[src/rtl/slot_rx_pkg.sv]
package slot_rx_pkg;

    localparam int unsigned SLOT_BITS = 20;

    // Per-cycle control decisions for the stream FIFO
    typedef struct packed {
        logic push;
        logic pop;
        logic drop;
        logic flush;
    } rx_ctl_t;

    typedef enum logic [1:0] {
        CNT_HOLD,
        CNT_INC,
        CNT_DEC,
        CNT_ZERO
    } cnt_op_e;

    function automatic cnt_op_e pick_cnt_op(input rx_ctl_t c);
        if (c.flush)
            return CNT_ZERO;
        else if (c.push && !c.pop)
            return CNT_INC;
        else if (c.pop && !c.push)
            return CNT_DEC;
        else
            return CNT_HOLD;
    endfunction

endpackage

[src/rtl/slot_rx_ctl.sv]
module slot_rx_ctl
    import slot_rx_pkg::*;
(
    input  logic    slot_en,
    input  logic    cap_stb,
    input  logic    slot_valid,
    input  logic    dma_en,
    input  logic    dma_ack,
    input  logic    full,
    input  logic    empty,
    output rx_ctl_t ctl
);

    logic sample_here;
    logic take;

    // a sample is offered when the slot closes with its valid tag set
    assign sample_here = slot_en && cap_stb && slot_valid;
    assign take        = slot_en && dma_en && dma_ack && !empty;

    always_comb begin
        ctl       = '0;
        ctl.flush = !slot_en;
        ctl.pop   = take;
        // a simultaneous removal frees one entry on a full FIFO
        ctl.push  = sample_here && (!full || take);
        ctl.drop  = sample_here && full && !take;
    end

endmodule

[src/rtl/slot_rx_fifo.sv]
module slot_rx_fifo
    import slot_rx_pkg::*;
#(
    parameter int unsigned DATA_W = SLOT_BITS,
    parameter int unsigned DEPTH  = 8
) (
    input  logic                           clk,
    input  logic                           rst,
    input  rx_ctl_t                        ctl,
    input  logic [DATA_W-1:0]              wdata,
    output logic [DATA_W-1:0]              rdata,
    output logic [$clog2(DEPTH+1)-1:0]     fill,
    output logic                           full,
    output logic                           empty
);

    localparam int unsigned PTR_W = (DEPTH > 1) ? $clog2(DEPTH) : 1;
    localparam int unsigned CNT_W = $clog2(DEPTH + 1);

    logic [DATA_W-1:0] mem [DEPTH];
    logic [PTR_W-1:0]  wr_ptr, rd_ptr;
    logic [PTR_W-1:0]  wr_nxt, rd_nxt;
    logic [CNT_W-1:0]  cnt;

    // pointer wrap: free for power-of-two depths, compare otherwise
    generate
        if (DEPTH > 1 && (DEPTH & (DEPTH - 1)) == 0) begin : g_pow2
            assign wr_nxt = wr_ptr + 1'b1;
            assign rd_nxt = rd_ptr + 1'b1;
        end else begin : g_wrap
            assign wr_nxt = (wr_ptr == PTR_W'(DEPTH - 1)) ? '0 : wr_ptr + 1'b1;
            assign rd_nxt = (rd_ptr == PTR_W'(DEPTH - 1)) ? '0 : rd_ptr + 1'b1;
        end
    endgenerate

    always_ff @(posedge clk) begin
        if (ctl.push)
            mem[wr_ptr] <= wdata;
    end

    always_ff @(posedge clk) begin
        if (rst || ctl.flush) begin
            wr_ptr <= '0;
            rd_ptr <= '0;
        end else begin
            if (ctl.push)
                wr_ptr <= wr_nxt;
            if (ctl.pop)
                rd_ptr <= rd_nxt;
        end
    end

    always_ff @(posedge clk) begin
        if (rst) begin
            cnt <= '0;
        end else begin
            unique case (pick_cnt_op(ctl))
                CNT_ZERO: cnt <= '0;
                CNT_INC:  cnt <= cnt + 1'b1;
                CNT_DEC:  cnt <= cnt - 1'b1;
                default:  cnt <= cnt;
            endcase
        end
    end

    assign fill  = cnt;
    assign full  = (cnt == CNT_W'(DEPTH));
    assign empty = (cnt == '0);
    assign rdata = empty ? '0 : mem[rd_ptr];

endmodule

[src/rtl/slot_rx_dmareq.sv]
module slot_rx_dmareq #(
    parameter int unsigned CNT_W  = 4,
    parameter int unsigned THRESH = 4
) (
    input  logic             dma_en,
    input  logic [CNT_W-1:0] fill,
    output logic             req
);

    assign req = dma_en && (fill >= CNT_W'(THRESH));

endmodule

[src/rtl/slot_rx_stream.sv]
module slot_rx_stream
    import slot_rx_pkg::*;
#(
    parameter int unsigned DATA_W     = SLOT_BITS,
    parameter int unsigned DEPTH      = 8,
    parameter int unsigned DMA_THRESH = 4
) (
    input  logic              clk,
    input  logic              rst,
    input  logic              slot_en_i,
    input  logic              dma_en_i,
    input  logic              cap_stb_i,
    input  logic              slot_valid_i,
    input  logic [DATA_W-1:0] slot_data_i,
    input  logic              dma_ack_i,
    input  logic              err_clr_i,
    output logic [DATA_W-1:0] dma_rdata_o,
    output logic              dma_req_o,
    output logic              overrun_o
);

    localparam int unsigned CNT_W = $clog2(DEPTH + 1);

    rx_ctl_t          ctl;
    logic [CNT_W-1:0] fill_cnt;
    logic             fifo_full;
    logic             fifo_empty;
    logic             err_q;

    slot_rx_ctl u_ctl (
        .slot_en    (slot_en_i),
        .cap_stb    (cap_stb_i),
        .slot_valid (slot_valid_i),
        .dma_en     (dma_en_i),
        .dma_ack    (dma_ack_i),
        .full       (fifo_full),
        .empty      (fifo_empty),
        .ctl        (ctl)
    );

    slot_rx_fifo #(
        .DATA_W (DATA_W),
        .DEPTH  (DEPTH)
    ) u_fifo (
        .clk   (clk),
        .rst   (rst),
        .ctl   (ctl),
        .wdata (slot_data_i),
        .rdata (dma_rdata_o),
        .fill  (fill_cnt),
        .full  (fifo_full),
        .empty (fifo_empty)
    );

    slot_rx_dmareq #(
        .CNT_W  (CNT_W),
        .THRESH (DMA_THRESH)
    ) u_dreq (
        .dma_en (dma_en_i),
        .fill   (fill_cnt),
        .req    (dma_req_o)
    );

    // sticky overrun: a new event wins over a clear in the same cycle
    always_ff @(posedge clk) begin
        if (rst)
            err_q <= 1'b0;
        else if (ctl.drop)
            err_q <= 1'b1;
        else if (err_clr_i)
            err_q <= 1'b0;
    end

    assign overrun_o = err_q;

endmodule

[config.mk]
export PLATFORM = sky130hd
export DESIGN_NAME = slot_rx_stream
export DESIGN_NICKNAME = d
export VERILOG_FILES = /design/src/rtl/slot_rx_pkg.sv /design/src/rtl/slot_rx_ctl.sv /design/src/rtl/slot_rx_fifo.sv /design/src/rtl/slot_rx_dmareq.sv /design/src/rtl/slot_rx_stream.sv
export SDC_FILE = /design/constraint.sdc
export NUM_CORES = 1
export LEC_CHECK = 0
export BUFFER_PORTS_ARGS = -buffer_cell sky130_fd_sc_hd__buf_2
export CAP_MARGIN = 10
export CORE_MARGIN = 3
export CORE_UTILIZATION = 59
export DETAILED_ROUTE_END_ITERATION = 6
export GPL_TIMING_DRIVEN = 0
export PLACE_DENSITY = 0.86
export SLEW_MARGIN = 30
export SYNTH_ARGS = -nofsm -noshare
export SYNTH_HDL_FRONTEND = slang
export SYNTH_SLANG_ARGS = --single-unit
[constraint.sdc]
create_clock -name clk -period 4.2 [get_ports clk]
set_input_delay 0.84 -clock clk [delete_from_list [all_inputs] [get_ports clk]]
set_output_delay 0.84 -clock clk [all_outputs]
set_load 0.03 [all_outputs]
==> After elaboration in Yosys (flattened, before gate mapping) <==
Memories as Yosys holds them, arrays and structs flattened. A register that Yosys moved wholly into a read port is not among the register bits.
Index checks and enable logic that the tools add are counted.
W data, S select, Z words.
{ "totals": {"ff_bits": 11, "latchBits": 0, "ram_bits": 160, "mem_bits_ro": 0, "output_inout_bits": 22, "memories": 1} }
{ "classes": {"addsub": 4, "n_mul": 0, "div_mod_pow": 0, "magnitude_cmp": 1, "eq_ne": 4, "shifts": 0, "muxes": 12, "bitwise": 0, "n_reduce_logical": 21} }
{ "mem_list": {"columns": ["name", "depth", "width", "read_ports", "rd_clocked_by_memory_dff", "wr", "line_no", "source"], "rows": [
  ["u_fifo.mem", 8, 20, 1, 1, 1, "slot_rx_fifo.sv:20", "logic [DATA_W-1:0] mem [DEPTH];"]
]} }
{ "op_table": {"columns": ["op", "count"], "rows": [
  ["$mux W20", 1],
  ["$pmux W4 S3", 1],
  ["$logic_and A1 B1 Y1", 11],
  ["$mux W2", 4],
  ["$add A3 B1 Y3 const B", 2],
  ["$mux W3", 2],
  ["$logic_not A1 Y1", 5],
  ["$add A4 B1 Y4 const B", 1],
  ["$eq A2 B2 Y1 const B", 2],
  ["$eq A4 B4 Y1 const B", 1],
  ["$ge A4 B3 Y1 const B", 1],
  ["$logic_not A4 Y1", 1],
  ["$mux W1", 4],
  ["$sub A4 B1 Y4 const B", 1],
  ["$reduce_bool A3 Y1", 1],
  ["$eq A2 B1 Y1 const B", 1],
  ["$logic_or A1 B1 Y1", 2],
  ["$reduce_bool A2 Y1", 1]
]} }

==> Depth between registers and ports, before layout <==
Gate-level depths: netlist of run 1.
{ "depth": {"word_depth": 13, "mapped_depth": 11, "mapped_depth_nobuf": 10} }

==> Modules after synthesis <==
From an unflattened synthesis of run 1, not the netlist that was laid out.
{ "unflattened": {"cells_unflattened": 350, "hier_area_um2": 6887.9} }
{ "modules_own_cells": {"columns": ["mod", "n_inst", "cells_per_inst", "area_per_inst_um2"], "rows": [
  ["slot_rx_fifo", 1, 338, 6795.3],
  ["slot_rx_ctl", 1, 7, 46.3],
  ["slot_rx_stream", 1, 4, 38.8],
  ["slot_rx_dmareq", 1, 1, 7.5]
]} }

==> Worst setup path after synthesis of run 1 <==
Ideal clock, no wire load.
{ "synth_timing": {"path_type": "input-to-reg", "from": "input dma_ack_i", "to": "memory u_fifo.mem[0][0] (netlist name) (enable)", "setup_time_ps": 422, "arrival_time_ps": 2941, "setup_slack_ps": 837, "stages": 5, "path_buffers": 1, "path_cell_list": "and3_1 buf_2 o21ai_2 or2_2 nor3_1"} }
{ "synth_between": {"elab_chain_len": 6} }
{ "synth_rtl": {"columns": ["item", "line_no", "source"], "rows": [
  ["start, declared", "slot_rx_stream.sv:15", "input logic dma_ack_i,"],
  ["$logic_and A1 B1 Y1 (2 in series)", "slot_rx_ctl.sv:19", "assign take = slot_en && dma_en && dma_ack && !empty;"],
  ["$logic_or A1 B1 Y1", "slot_rx_ctl.sv:26", "ctl.push = sample_here && (!full || take);"],
  ["$logic_and A1 B1 Y1", "slot_rx_ctl.sv:26", null],
  ["$mux W1", "slot_rx_fifo.sv:37", "if (ctl.push)"],
  ["$mux W1 (not written as such)", "slot_rx_fifo.sv:38", "mem[wr_ptr] <= wdata;"],
  ["end, declared", "slot_rx_fifo.sv:20", null]
]} }
Every way passes these cells.

==> Worst setup path after layout of run 1 <==
{ "layout_timing": {"from": "register u_fifo.cnt[0], in the netlist u_fifo.fill[0]", "to": "output dma_rdata_o[2]"} }
{ "layout_between": {"elab_chain_len": 2} }
{ "layout_rtl": {"columns": ["item", "line_no", "source"], "rows": [
  ["start, declared", "slot_rx_fifo.sv:23", "logic [CNT_W-1:0] cnt;"],
  ["start signal, assigned", "slot_rx_fifo.sv:59", "CNT_INC: cnt <= cnt + 1'b1;"],
  ["start signal, assigned", "slot_rx_fifo.sv:60", "CNT_DEC: cnt <= cnt - 1'b1;"],
  ["start signal, assigned", "slot_rx_fifo.sv:61", "default: cnt <= cnt;"],
  ["$logic_not A4 Y1", "slot_rx_fifo.sv:68", "assign empty = (cnt == '0);"],
  ["$mux W20", "slot_rx_fifo.sv:69", "assign rdata = empty ? '0 : mem[rd_ptr];"],
  ["end, declared", "slot_rx_stream.sv:17", "output logic [DATA_W-1:0] dma_rdata_o,"]
]} }
Every way passes these cells.

==> results by group, run 1 <==
Place
  • Placed cell count: ~540
  • GP Congestion: just under 0.8
  • Placement Cell Area: between 7000 and 8000 um2
  • DP HPWL: slightly above 8 mm
  • Dpl ws: slightly above 0.9 ns
  • Port Buffers: 49

Timing
  • RSZ-0062 raised after global routing: no
  • Rel. slew slack: 0.414
  • Final number of setup-violating endpoints: 0
  • Final WS setup: 0.907 ns
  • Worst-Margin Slew: slightly below 0.9 ns
  • Final Hold Fails: 0
  • Skew final: approximately 0.0057 ns
  • WHS: ~0.49 ns
  • Fmax: roughly 0.30 GHz
  • Fin crit period: 3.29 ns
  • Crit share post-route: 0.784
  • Slew Viols, Final: 0

Worst setup path
  • CP startpoint kind: flop
  • Highest-delay cell along the critical path: nor4_1
  • Crit Path Max Fanout: 10
  • Req. time, crit path: roughly 3.4 ns
  • Setup CP Type: flop to primary output
  • CP Cell Sequence: nor4_1 > clkbuf_1 > nor2_1 > buf_2
  • CP delay by family, top: simple AND/OR/NAND/NOR gates
  • Worst setup EP type: primary output
  • Slowest stage delay, CP: ~0.71 ns
  • CP bufs+invs: 2
  • CP arrival: 2.45 ns

GRT
  • Largest net degree at the start of global routing: 17
  • Vias in the first global route: approximately 3,800
  • Gr ovfl total: 0
  • First-pass GRT wire length: 21.3 mm
  • Tot GR Track Use: 0.229
  • Initial antenna violation count: 1

Logic synthesis
  • Mapped Area: roughly 6800 um2
  • Net Count, Synth: 378
  • Syn Area/Cell: 19.8 um2
  • Top post-synthesis cells by area: edfxtp_1 71%, mux4_2 13%, dfxtp_1 4.1%
  • Synth Instances: between 300 and 400
  • Seq cells post-synth: ~170
  • Sequential share of the synthesized area: 0.747
  • Post-synth cell types: 32
  • Synth top area share: 0.706
  • Yosys Warn Count: 0
  • Area leader, netlist: edfxtp_1

Clock network
  • Post-CTS setup buffer count: 0
  • Max Buffers Root-to-Sink: 2
  • Clock sinks: roughly 170
  • Hold buffers post-CTS: 0
  • Resized Gates After CTS: 0
  • Reg clk slew, reported paths: roughly 0.060 ns
  • Total CTS buffers: 17
  • CTS tree: built
  • H-tree levels: 4
  • Clock Latency Late Sink: 0.41 ns
  • Root buffer cell: clkbuf_16

Routing
  • Post-DR vias/cell: ~6.2
  • Final WL: 13.9 mm
  • Per-cell routed wire length: 24.1 um
  • DRC violations left: 0
  • Drt pass-1 iters: 5
  • First DRT Iteration DRCs: 273
  • Antenna Nets Post-Route: 0
  • Vias after detailed routing: ~3,600

Min path
  • Worst min-delay path category: flop to flop

Die
  • CORE AREA: ~11,000 um2
  • Die H: roughly 110 um
  • Horiz. Die Dim: approximately 110 um
  • Initial Util: 0.614
  • Die area: between 10,000 and 15,000 um2
  • Top Ports: 50
  • Rows: 38

Power and ir drop
  • P_leak: ~2.7 nW
  • Worst VDD drop: around 0.41 mV
  • Pwr Density: between 400 and 500 nW/um2

Layout
  • Cell area after layout: between 8000 and 9000 um2
  • Area growth from synthesis to layout: 18.7%
  • Fill count: 590
  • NumNets Final: 458
  • Register Area: ~5100 um2
  • Share of layout cells above drive strength 1: 0.331
  • Layout Cells excl Fill: between 500 and 600
  • Final core occ: 0.729
  • Multi-input gate area: ~1700 um2

Run status
  • Outcome: finished clean

Job
  • Max cap viols: 0
[power breakdown]
| part | switching [mW] | leakage (nW) | internal (mW) |
|---|---|---|---|
| sequential | 0.00971 | 1.55 | 1.90 |
| combinational | 0.179 | 0.817 | 0.0826 |
| clock | 0.616 | 0.280 | 0.989 |
| total | 0.805 | 2.65 | 2.97 |
[worst reg2reg max path, delay by kind of cell (launching register included)]
kind	cells	cell delay [ns]
muxes	1	0.13
adders and majority gates	2	0.58
and+or+nand+nor	3	1.06
AOI/OAI and AO/OA	3	0.85
DFF	1	0.38
[layer usage]
layer | track usage | wire length (um)
met1 | 0.301 | 5530
met2 | 0.371 | 7130
met3 | 0.0642 | 874
met4 | 0.0857 | 374
met5 | 0 | 0
[cells in the mapped netlist]
cell,instances
a211oi_1,1
buf_2,1
inv_1,2
and3_1,2
buf_1,2
nor3_1,5
o211ai_1,2
dfxtp_1,14
o21a_1,1
edfxtp_1,160
a21oi_1,7
nand2b_1,3
nand3b_1,2
xnor2_1,2
mux4_2,40
o21ai_0,2
o21ai_2,1
fa_1,1
a311o_1,1
nor2b_1,2
nand2_1,7
nor3b_1,1
buf_4,4
xor2_1,2
or4b_4,1
ha_1,6
or2_2,1
clkbuf_1,8
nor4_1,2
mux2i_1,22
nor2_1,37
o21bai_1,1
[registers in the layout, indices dropped and copies added (netlist names), named ones only]
register	count
overrun_o	1
u_fifo.fill	4
u_fifo.mem	160
u_fifo.rd_ptr	3
u_fifo.wr_ptr	3
[per-stage QoR]
step | TNS, ns | total power [mW]
2_1_floorplan | 0 | 2.11
3_3_place_gp | -11.68 | 2.19
3_5_place_dp | 0 | 2.21
4_1_cts | 0 | 3.79
5_1_grt | 0 | 3.88
6_report | 0 | 3.78
[worst paths after layout]
| path | from | endpoint | slack (ns) | cells past startpoint |
|---|---|---|---|---|
| setup / recovery | u_fifo.fill[0]$_SDFFE_PP0P_ | dma_rdata_o[2] | 0.91 | 4 |
| hold / removal | u_fifo.rd_ptr[1]$_SDFFE_PP0N_ | u_fifo.rd_ptr[1]$_SDFFE_PP0N_ | 0.49 | 2 |
| setup reg to reg | u_fifo.fill[0]$_SDFFE_PP0P_ | u_fifo.fill[3]$_SDFFE_PP0P_ | 1.09 | 9 |
| hold reg to reg | u_fifo.rd_ptr[1]$_SDFFE_PP0N_ | u_fifo.rd_ptr[1]$_SDFFE_PP0N_ | 0.49 | 2 |
[cell type report]
| type | instances | share of cell area |
|---|---|---|
| Tap cell | 140 | 0.0217 |
| Antenna cell | 1 | 0.000310 |
| Inverter | 2 | 0.000929 |
| Clock buffer | 20 | 0.0541 |
| Multi-Input combinational cell | 152 | 0.210 |
| Clock inverter | 11 | 0.0208 |
| Timing Repair Buffer | 61 | 0.0537 |
| Sequential cell | 174 | 0.629 |
| Buffer | 15 | 0.00898 |
[cell families (layout without fill, tap and decap cells)]
kind of cell	Yosys count	in the layout	synth area share
AND/OR/NAND/NOR	63	63	0.0425
other	0	1	0
multiplexers	62	62	0.165
adder cells (fa/ha/maj)	7	7	0.0140
XOR/XNOR	4	4	0.00515
flip-flops	174	174	0.747
AO/OA/AOI/OAI	16	16	0.0149
buffers and inverters	17	109	0.0118
[placed cells by master, fill, tap and decap left out, drive strengths merged, types with 3 or more instances in the layout]
cell type	count
edfxtp	160
ha	6
clkbuf	28
nor3	5
mux4	40
mux2i	22
o21ai	3
clkinvlp	4
buf	68
bufinv	4
dfxtp	14
clkinv	3
nor2	37
nand2b	3
a21oi	7
nand2	7
Note: power is estimated with default switching activity, not from simulation.
==> run 2: changes to the inputs <==
- CORE_UTILIZATION: 59 -> 54
- PLACE_DENSITY: 0.86 -> 0.84
- clock period: 4.2 -> 3 ns (I/O delays scaled with it)
==> run 2 against run 1 <==
Against the previous run:
- critical path depth grew 1
- cell count grew 4.2%
- final area grew 0.33%
- non-clock buffer count shrank 2
- largest power group unchanged
==> results by group, run 2 (synthesis gave the netlist of run 1 again) <==
Timing
  • Worst-Margin Slew: 0.920 ns (+0.0412 ns)
  • Crit share post-route: 0.959
  • Final number of setup-violating endpoints: 0 (unchanged)
  • Skew final: 0.00672 ns (+0.00106 ns)
  • Fin crit period: around 2.9 ns
  • Final Hold Fails: 0 (unchanged)
  • Rel. slew slack: 0.387 (-0.0275)
  • RSZ-0062 raised after global routing: no
  • Slew Viols, Final: 0 (unchanged)
  • WHS: 0.418 ns (-0.0690 ns)
  • Final WS setup: 0.123 ns (-0.785 ns)
  • Fmax: between 0.3 and 0.4 GHz

Layout
  • Fill count: 782 (+33%)
  • Share of layout cells above drive strength 1: 0.340 (+0.00924)
  • Final core occ: 0.666 (-0.0628)
  • Area growth from synthesis to layout: 19.1%
  • Most flop-heavy register: u_fifo.mem
  • Most common cell after layout, fill and taps aside: edfxtp_1
  • Most frequent cells in the layout: 160 x edfxtp_1, 50 x buf_2, 40 x mux4_2, 31 x nor2_1, 22 x mux2i_1
  • Largest register FFs: 160 (unchanged)
  • NumNets Final: 456 (-0.44%)
  • Ant. Diodes: 0 (-1)

Routing
  • Drt pass-1 iters: 4 (-1)
  • Vias after detailed routing: 3,456 (-3.2%)
  • DRC violations left: 0 (unchanged)
  • Per-cell routed wire length: 22.5 um (-7.0%)
  • Antenna Nets Post-Route: 0 (unchanged)
  • First DRT Iteration DRCs: 441 (+62%)
  • Final WL: 13.5 mm (-3.1%)
  • Post-DR vias/cell: 5.76 (-7.0%)

Worst setup path
  • End of the worst register-to-register path: u_fifo.fill[3]$_SDFFE_PP0P_
  • Worst r2r src: u_fifo.fill[0]$_SDFFE_PP0P_
  • CP startpoint kind: flop
  • Critical path endpoint: dma_rdata_o[12]
  • CP arrival: 2.28 ns (-0.17 ns)
  • Worst reg2reg path depth: 10 (+1)
  • Req. time, crit path: 2.40 ns (-0.96 ns)
  • Crit Path Max Fanout: 10 (unchanged)
  • Highest-delay cell along the critical path: clkbuf_1
  • Worst setup EP type: primary output
  • R2r setup slk: 0.18 ns (-0.91 ns)
  • CP Cell Sequence: clkbuf_1 > mux4_2 > mux2i_1 > nor2_1 > buf_2
  • Setup CP Type: flop to primary output
  • Slowest stage delay, CP: 0.57 ns (-0.14 ns)

Clock network
  • Hold buffers post-CTS: 0 (unchanged)
  • Max Buffers Root-to-Sink: 2 (unchanged)
  • CTS tree: built
  • Clock sinks: 174 (unchanged)
  • Post-CTS setup buffer count: 0 (unchanged)
  • Root buffer cell: clkbuf_16
  • Total CTS buffers: 17 (unchanged)
  • Reg clk slew, reported paths: 0.06 ns (about the same)
  • Clock Latency Late Sink: 0.41 ns (about the same)
  • H-tree levels: 4 (unchanged)

Power and ir drop
  • Worst VDD drop: 0.338 mV (-17%)
  • P_leak: 2.63 nW (-0.63%)
  • Pwr Density: 640 nW/um2 (+37%)

GRT
  • Largest net degree at the start of global routing: 17 (unchanged)
  • Gr ovfl total: 0 (unchanged)
  • First-pass GRT wire length: 21.1 mm (-0.81%)
  • Initial antenna violation count: 0 (-1)
  • Tot GR Track Use: 0.208 (-0.0206)
  • Vias in the first global route: 3,572 (-5.2%)

Die
  • Die area: 14,000 um2 (+8.8%)
  • Horiz. Die Dim: 118 um (+4.3%)
  • Rows: 40 (+5.3%)
  • Top Ports: 50 (unchanged)
  • CORE AREA: 12,200 um2 (+9.8%)
  • Die H: 118 um (+4.3%)
  • Initial Util: 0.560 (-0.0547)

Place
  • DP HPWL: 8.26 mm (+0.41%)
  • GP Congestion: 0.792 (+0.11%)
  • Dpl ws: -0.123 ns (-1.04 ns)
  • Port Buffers: 49 (unchanged)

Run status
  • Outcome: finished clean

Job
  • Max cap viols: 0 (unchanged)

Min path
  • Worst min-delay path category: primary input to flop
-- run 2: worst min path at each step --
stage,slack [ns],cells after the start,startpoint,end
5_1_grt,0.42,2,rst,u_fifo.fill[0]$_SDFFE_PP0P_
3_5_place_dp,0.49,2,u_fifo.rd_ptr[1]$_SDFFE_PP0N_,flop
3_3_place_gp,0.47,2,u_fifo.rd_ptr[1]$_SDFFE_PP0N_,u_fifo.rd_ptr[1]$_SDFFE_PP0N_
2_1_floorplan,0.45,2,u_fifo.rd_ptr[1]$_SDFFE_PP0N_,flop
4_1_cts,0.41,2,rst,u_fifo.fill[0]$_SDFFE_PP0P_
6_report,0.42,2,rst,u_fifo.fill[0]$_SDFFE_PP0P_
-- run 2: final cells by class --
cell class / count / area (um2) / share of cell area
multi-input cells: 152 / 1720 / 0.213
clock buffers: 19 / 433 / 0.0534
well taps: 168 / 210 / 0.0259
flip-flops and latches: 174 / 5080 / 0.627
repair buffers: 59 / 427 / 0.0526
plain buffers: 15 / 73.8 / 0.00911
clock inverters: 11 / 144 / 0.0178
inverters: 2 / 7.51 / 0.000926
-- run 2: critical path, delay by kind of cell (launching register included) --
kind,cells,cell delay (ns)
buffers and inverters,2,0.78
AND/OR/NAND/NOR,1,0.08
flip-flops,1,0.38
multiplexers,2,0.62
-- run 2: power breakdown --
group	switching (mW)	leakage [nW]	internal (mW)
clock	0.847	0.271	1.30
combinational	0.248	0.809	0.118
sequential	0.0141	1.55	2.66
-- run 2: metal layers --
| metal | wire length, um | track usage | up-vias |
|---|---|---|---|
| met2 | 6940 | 0.340 | 126 |
| met5 | 0 | 0 | - |
| met4 | 201 | 0.0725 | 0 |
| li1 | - | - | 1551 |
| met1 | 5440 | 0.275 | 1762 |
| met3 | 900 | 0.0545 | 17 |
-- run 2: through the flow --
| stage | power [mW] | cell area (um2) | instances | TNS [ns] |
|---|---|---|---|---|
| after floorplan | 2.95 | 6810 | 343 | 0 |
| after global placement | 3.07 | 7270 | 560 | -75.61 |
| after detailed placement | 3.09 | 7500 | 570 | -0.123 |
| after CTS | 5.22 | 8090 | 600 | 0 |
| after global routing | 5.36 | 8100 | 600 | 0 |
| final | 5.19 | 8100 | 600 | 0 |
-- run 2: what timing repair did --
item | 4_1_cts | 5_1_grt
pin swaps | 0 | 1
setup endpoints to repair | 21 | 2
gates resized for setup | 1 | 5
==> run 3: changes to the inputs <==
- CORE_UTILIZATION: 54 -> 64
- PLACE_DENSITY: 0.84 -> 0.92
- clock period: 3 -> 3.5 ns (I/O delays scaled with it)
==> run 3 against run 2 <==
Against the previous run:
- critical endpoint is now dma_rdata_o[6]
- non-clock buffer count grew 2
- clock power down 21%
- hold slack got worse by 0.013 ns
==> results by group, run 3 (synthesis gave the netlist of run 1 again) <==
Run status
  • Outcome: finished clean

Place
  • Placement Cell Area: 7410 um2 (-1.2%)
  • Dpl ws: 0.392 ns (+0.515 ns)
  • DP HPWL: 8.36 mm (+1.3%)
  • GP Congestion: 0.751 (-5.2%)
  • Port Buffers: 49 (unchanged)
  • Placed cell count: 540 (-5.3%)

Routing
  • Vias after detailed routing: 3,621 (+4.8%)
  • Final WL: 14.4 mm (+6.6%)
  • Drt pass-1 iters: 5 (+1)
  • Per-cell routed wire length: 25.1 um (+12%)
  • Post-DR vias/cell: 6.32 (+9.7%)
  • DRC violations left: 0 (unchanged)
  • First DRT Iteration DRCs: 455 (+3.2%)
  • Antenna Nets Post-Route: 0 (unchanged)

Worst setup path
  • CP delay by family, top: buffers and inverters
  • CP Cell Sequence: clkbuf_1 > mux4_2 > mux2i_1 > nor2_1 > buf_2
  • Stages on worst setup path: 5 (unchanged)
  • CP arrival: 2.49 ns (+0.21 ns)
  • R2r setup slk: 0.54 ns (+0.36 ns)
  • Worst setup EP type: primary output
  • CP startpoint kind: flop
  • Slowest stage delay, CP: 0.63 ns (+0.06 ns)
  • Critical path endpoint: dma_rdata_o[6]
  • Worst r2r src: u_fifo.fill[0]$_SDFFE_PP0P_
  • Crit Path Max Fanout: 10 (unchanged)
  • Setup CP Type: flop to primary output
  • Highest-delay cell along the critical path: clkbuf_1
  • Worst reg2reg path depth: 10 (unchanged)
  • CP bufs+invs: 2 (unchanged)
  • End of the worst register-to-register path: u_fifo.fill[3]$_SDFFE_PP0P_
  • Req. time, crit path: 2.80 ns (+0.40 ns)

Layout
  • Share of layout cells above drive strength 1: 0.342 (+0.00147)
  • Cell area after layout: 7960 um2 (-1.8%)
  • Most flop-heavy register: u_fifo.mem
  • Most frequent cells in the layout: 160 x edfxtp_1, 50 x buf_2, 40 x mux4_2, 31 x nor2_1, 22 x mux2i_1
  • Fill count: 508 (-35%)
  • NumNets Final: 458 (+0.44%)
  • Most common cell after layout, fill and taps aside: edfxtp_1
  • Largest register FFs: 160 (unchanged)
  • Layout Cells excl Fill: 573 (-4.5%)
  • Area growth from synthesis to layout: 16.9%

GRT
  • Largest net degree at the start of global routing: 17 (unchanged)
  • Tot GR Track Use: 0.267 (+0.0591)
  • First-pass GRT wire length: 22.0 mm (+4.3%)
  • Initial antenna violation count: 1 (+1)
  • Vias in the first global route: 3,683 (+3.1%)
  • Gr ovfl total: 0 (unchanged)

Clock network
  • Post-CTS setup buffer count: 0 (unchanged)
  • Resized Gates After CTS: 0 (-1)
  • Max Buffers Root-to-Sink: 2 (unchanged)
  • H-tree levels: 4 (unchanged)
  • Root buffer cell: clkbuf_8
  • CTS tree: built
  • Reg clk slew, reported paths: 0.07 ns (about the same)
  • Hold buffers post-CTS: 0 (unchanged)
  • Clock Latency Late Sink: 0.53 ns (+0.12 ns)
  • Total CTS buffers: 17 (unchanged)
  • Clock sinks: 174 (unchanged)

Die
  • CORE AREA: 10,300 um2 (-15%)
  • Horiz. Die Dim: 109 um (-7.7%)
  • Die H: 109 um (-7.7%)
  • Die area: 11,900 um2 (-15%)
  • Rows: 37 (-7.5%)
  • Initial Util: 0.659 (+0.0996)
  • Top Ports: 50 (unchanged)

Power and ir drop
  • Worst VDD drop: 0.383 mV (+13%)
  • Pwr Density: 541 nW/um2 (-15%)
  • P_leak: 2.62 nW (-0.56%)

Timing
  • Rel. slew slack: 0.409 (+0.0222)
  • RSZ-0062 raised after global routing: no
  • Final WS setup: 0.306 ns (+0.183 ns)
  • Final Hold Fails: 0 (unchanged)
  • Fin crit period: approximately 3.2 ns
  • Crit share post-route: 0.913
  • Setup TNS Final: 0 ns (unchanged)
  • Fmax: roughly 0.31 GHz
  • Worst-Margin Slew: 0.887 ns (-0.0334 ns)
  • Slew Viols, Final: 0 (unchanged)
  • Skew final: 0.00787 ns (+0.00115 ns)
  • Final number of setup-violating endpoints: 0 (unchanged)
  • WHS: 0.405 ns (-0.0132 ns)

Min path
  • Worst min-delay path category: primary input to flop

Job
  • Max cap viols: 0 (unchanged)
[run 3: changes by cell type in the layout (fill, tap and decap cells not counted), moves of 2 or more]
cell / previous run / this run
buf_16: 4 / 0
buf_4: 6 / 10
buf_8: 3 / 6
bufinv_16: 3 / 0
clkbuf_8: 0 / 2
clkinv_4: 0 / 4
clkinvlp_4: 4 / 1
inv_6: 1 / 6
[run 3: final cells by class]
class	instances	area, um2	area share
diodes	1	2.50	0.000314
plain buffers	15	72.6	0.00912
clock buffers	19	432	0.0542
clock inverters	13	105	0.0132
inverters	2	7.51	0.000943
multi-input cells	152	1700	0.214
flip-flops and latches	174	5080	0.639
well taps	136	170	0.0214
repair buffers	61	380	0.0478
[run 3: worst min path at each step]
stage,startpoint,to,slack [ns],depth (start not counted)
floorplan,u_fifo.rd_ptr[1]$_SDFFE_PP0N_,flop,0.45,2
global placement,u_fifo.wr_ptr[0]$_SDFFE_PP0P_,u_fifo.wr_ptr[0]$_SDFFE_PP0P_,0.47,2
detailed placement,u_fifo.rd_ptr[1]$_SDFFE_PP0N_,flop,0.49,2
CTS,rst,u_fifo.fill[0]$_SDFFE_PP0P_,0.39,2
global route,rst,u_fifo.fill[0]$_SDFFE_PP0P_,0.41,2
finish,rst,u_fifo.fill[0]$_SDFFE_PP0P_,0.41,2
[run 3: stage by stage]
stage	total power [mW]	util
after floorplan	2.53	-
after global routing	4.42	0.771
final	4.31	0.771
after global placement	2.63	0.700
after CTS	4.32	0.770
after detailed placement	2.65	0.718
[run 3: layer usage]
metal,vias up,track usage,share of wire
li1,1543,-,-
met1,1834,0.358,0.37
met2,216,0.425,0.51
met3,28,0.0651,0.093
met4,0,0.117,0.026
met5,-,0,0
[run 3: report_power, final]
part / switching [mW] / internal, mW
Combinational: 0.218 / 0.0998
Clock: 0.790 / 0.907
Sequential: 0.0122 / 2.28
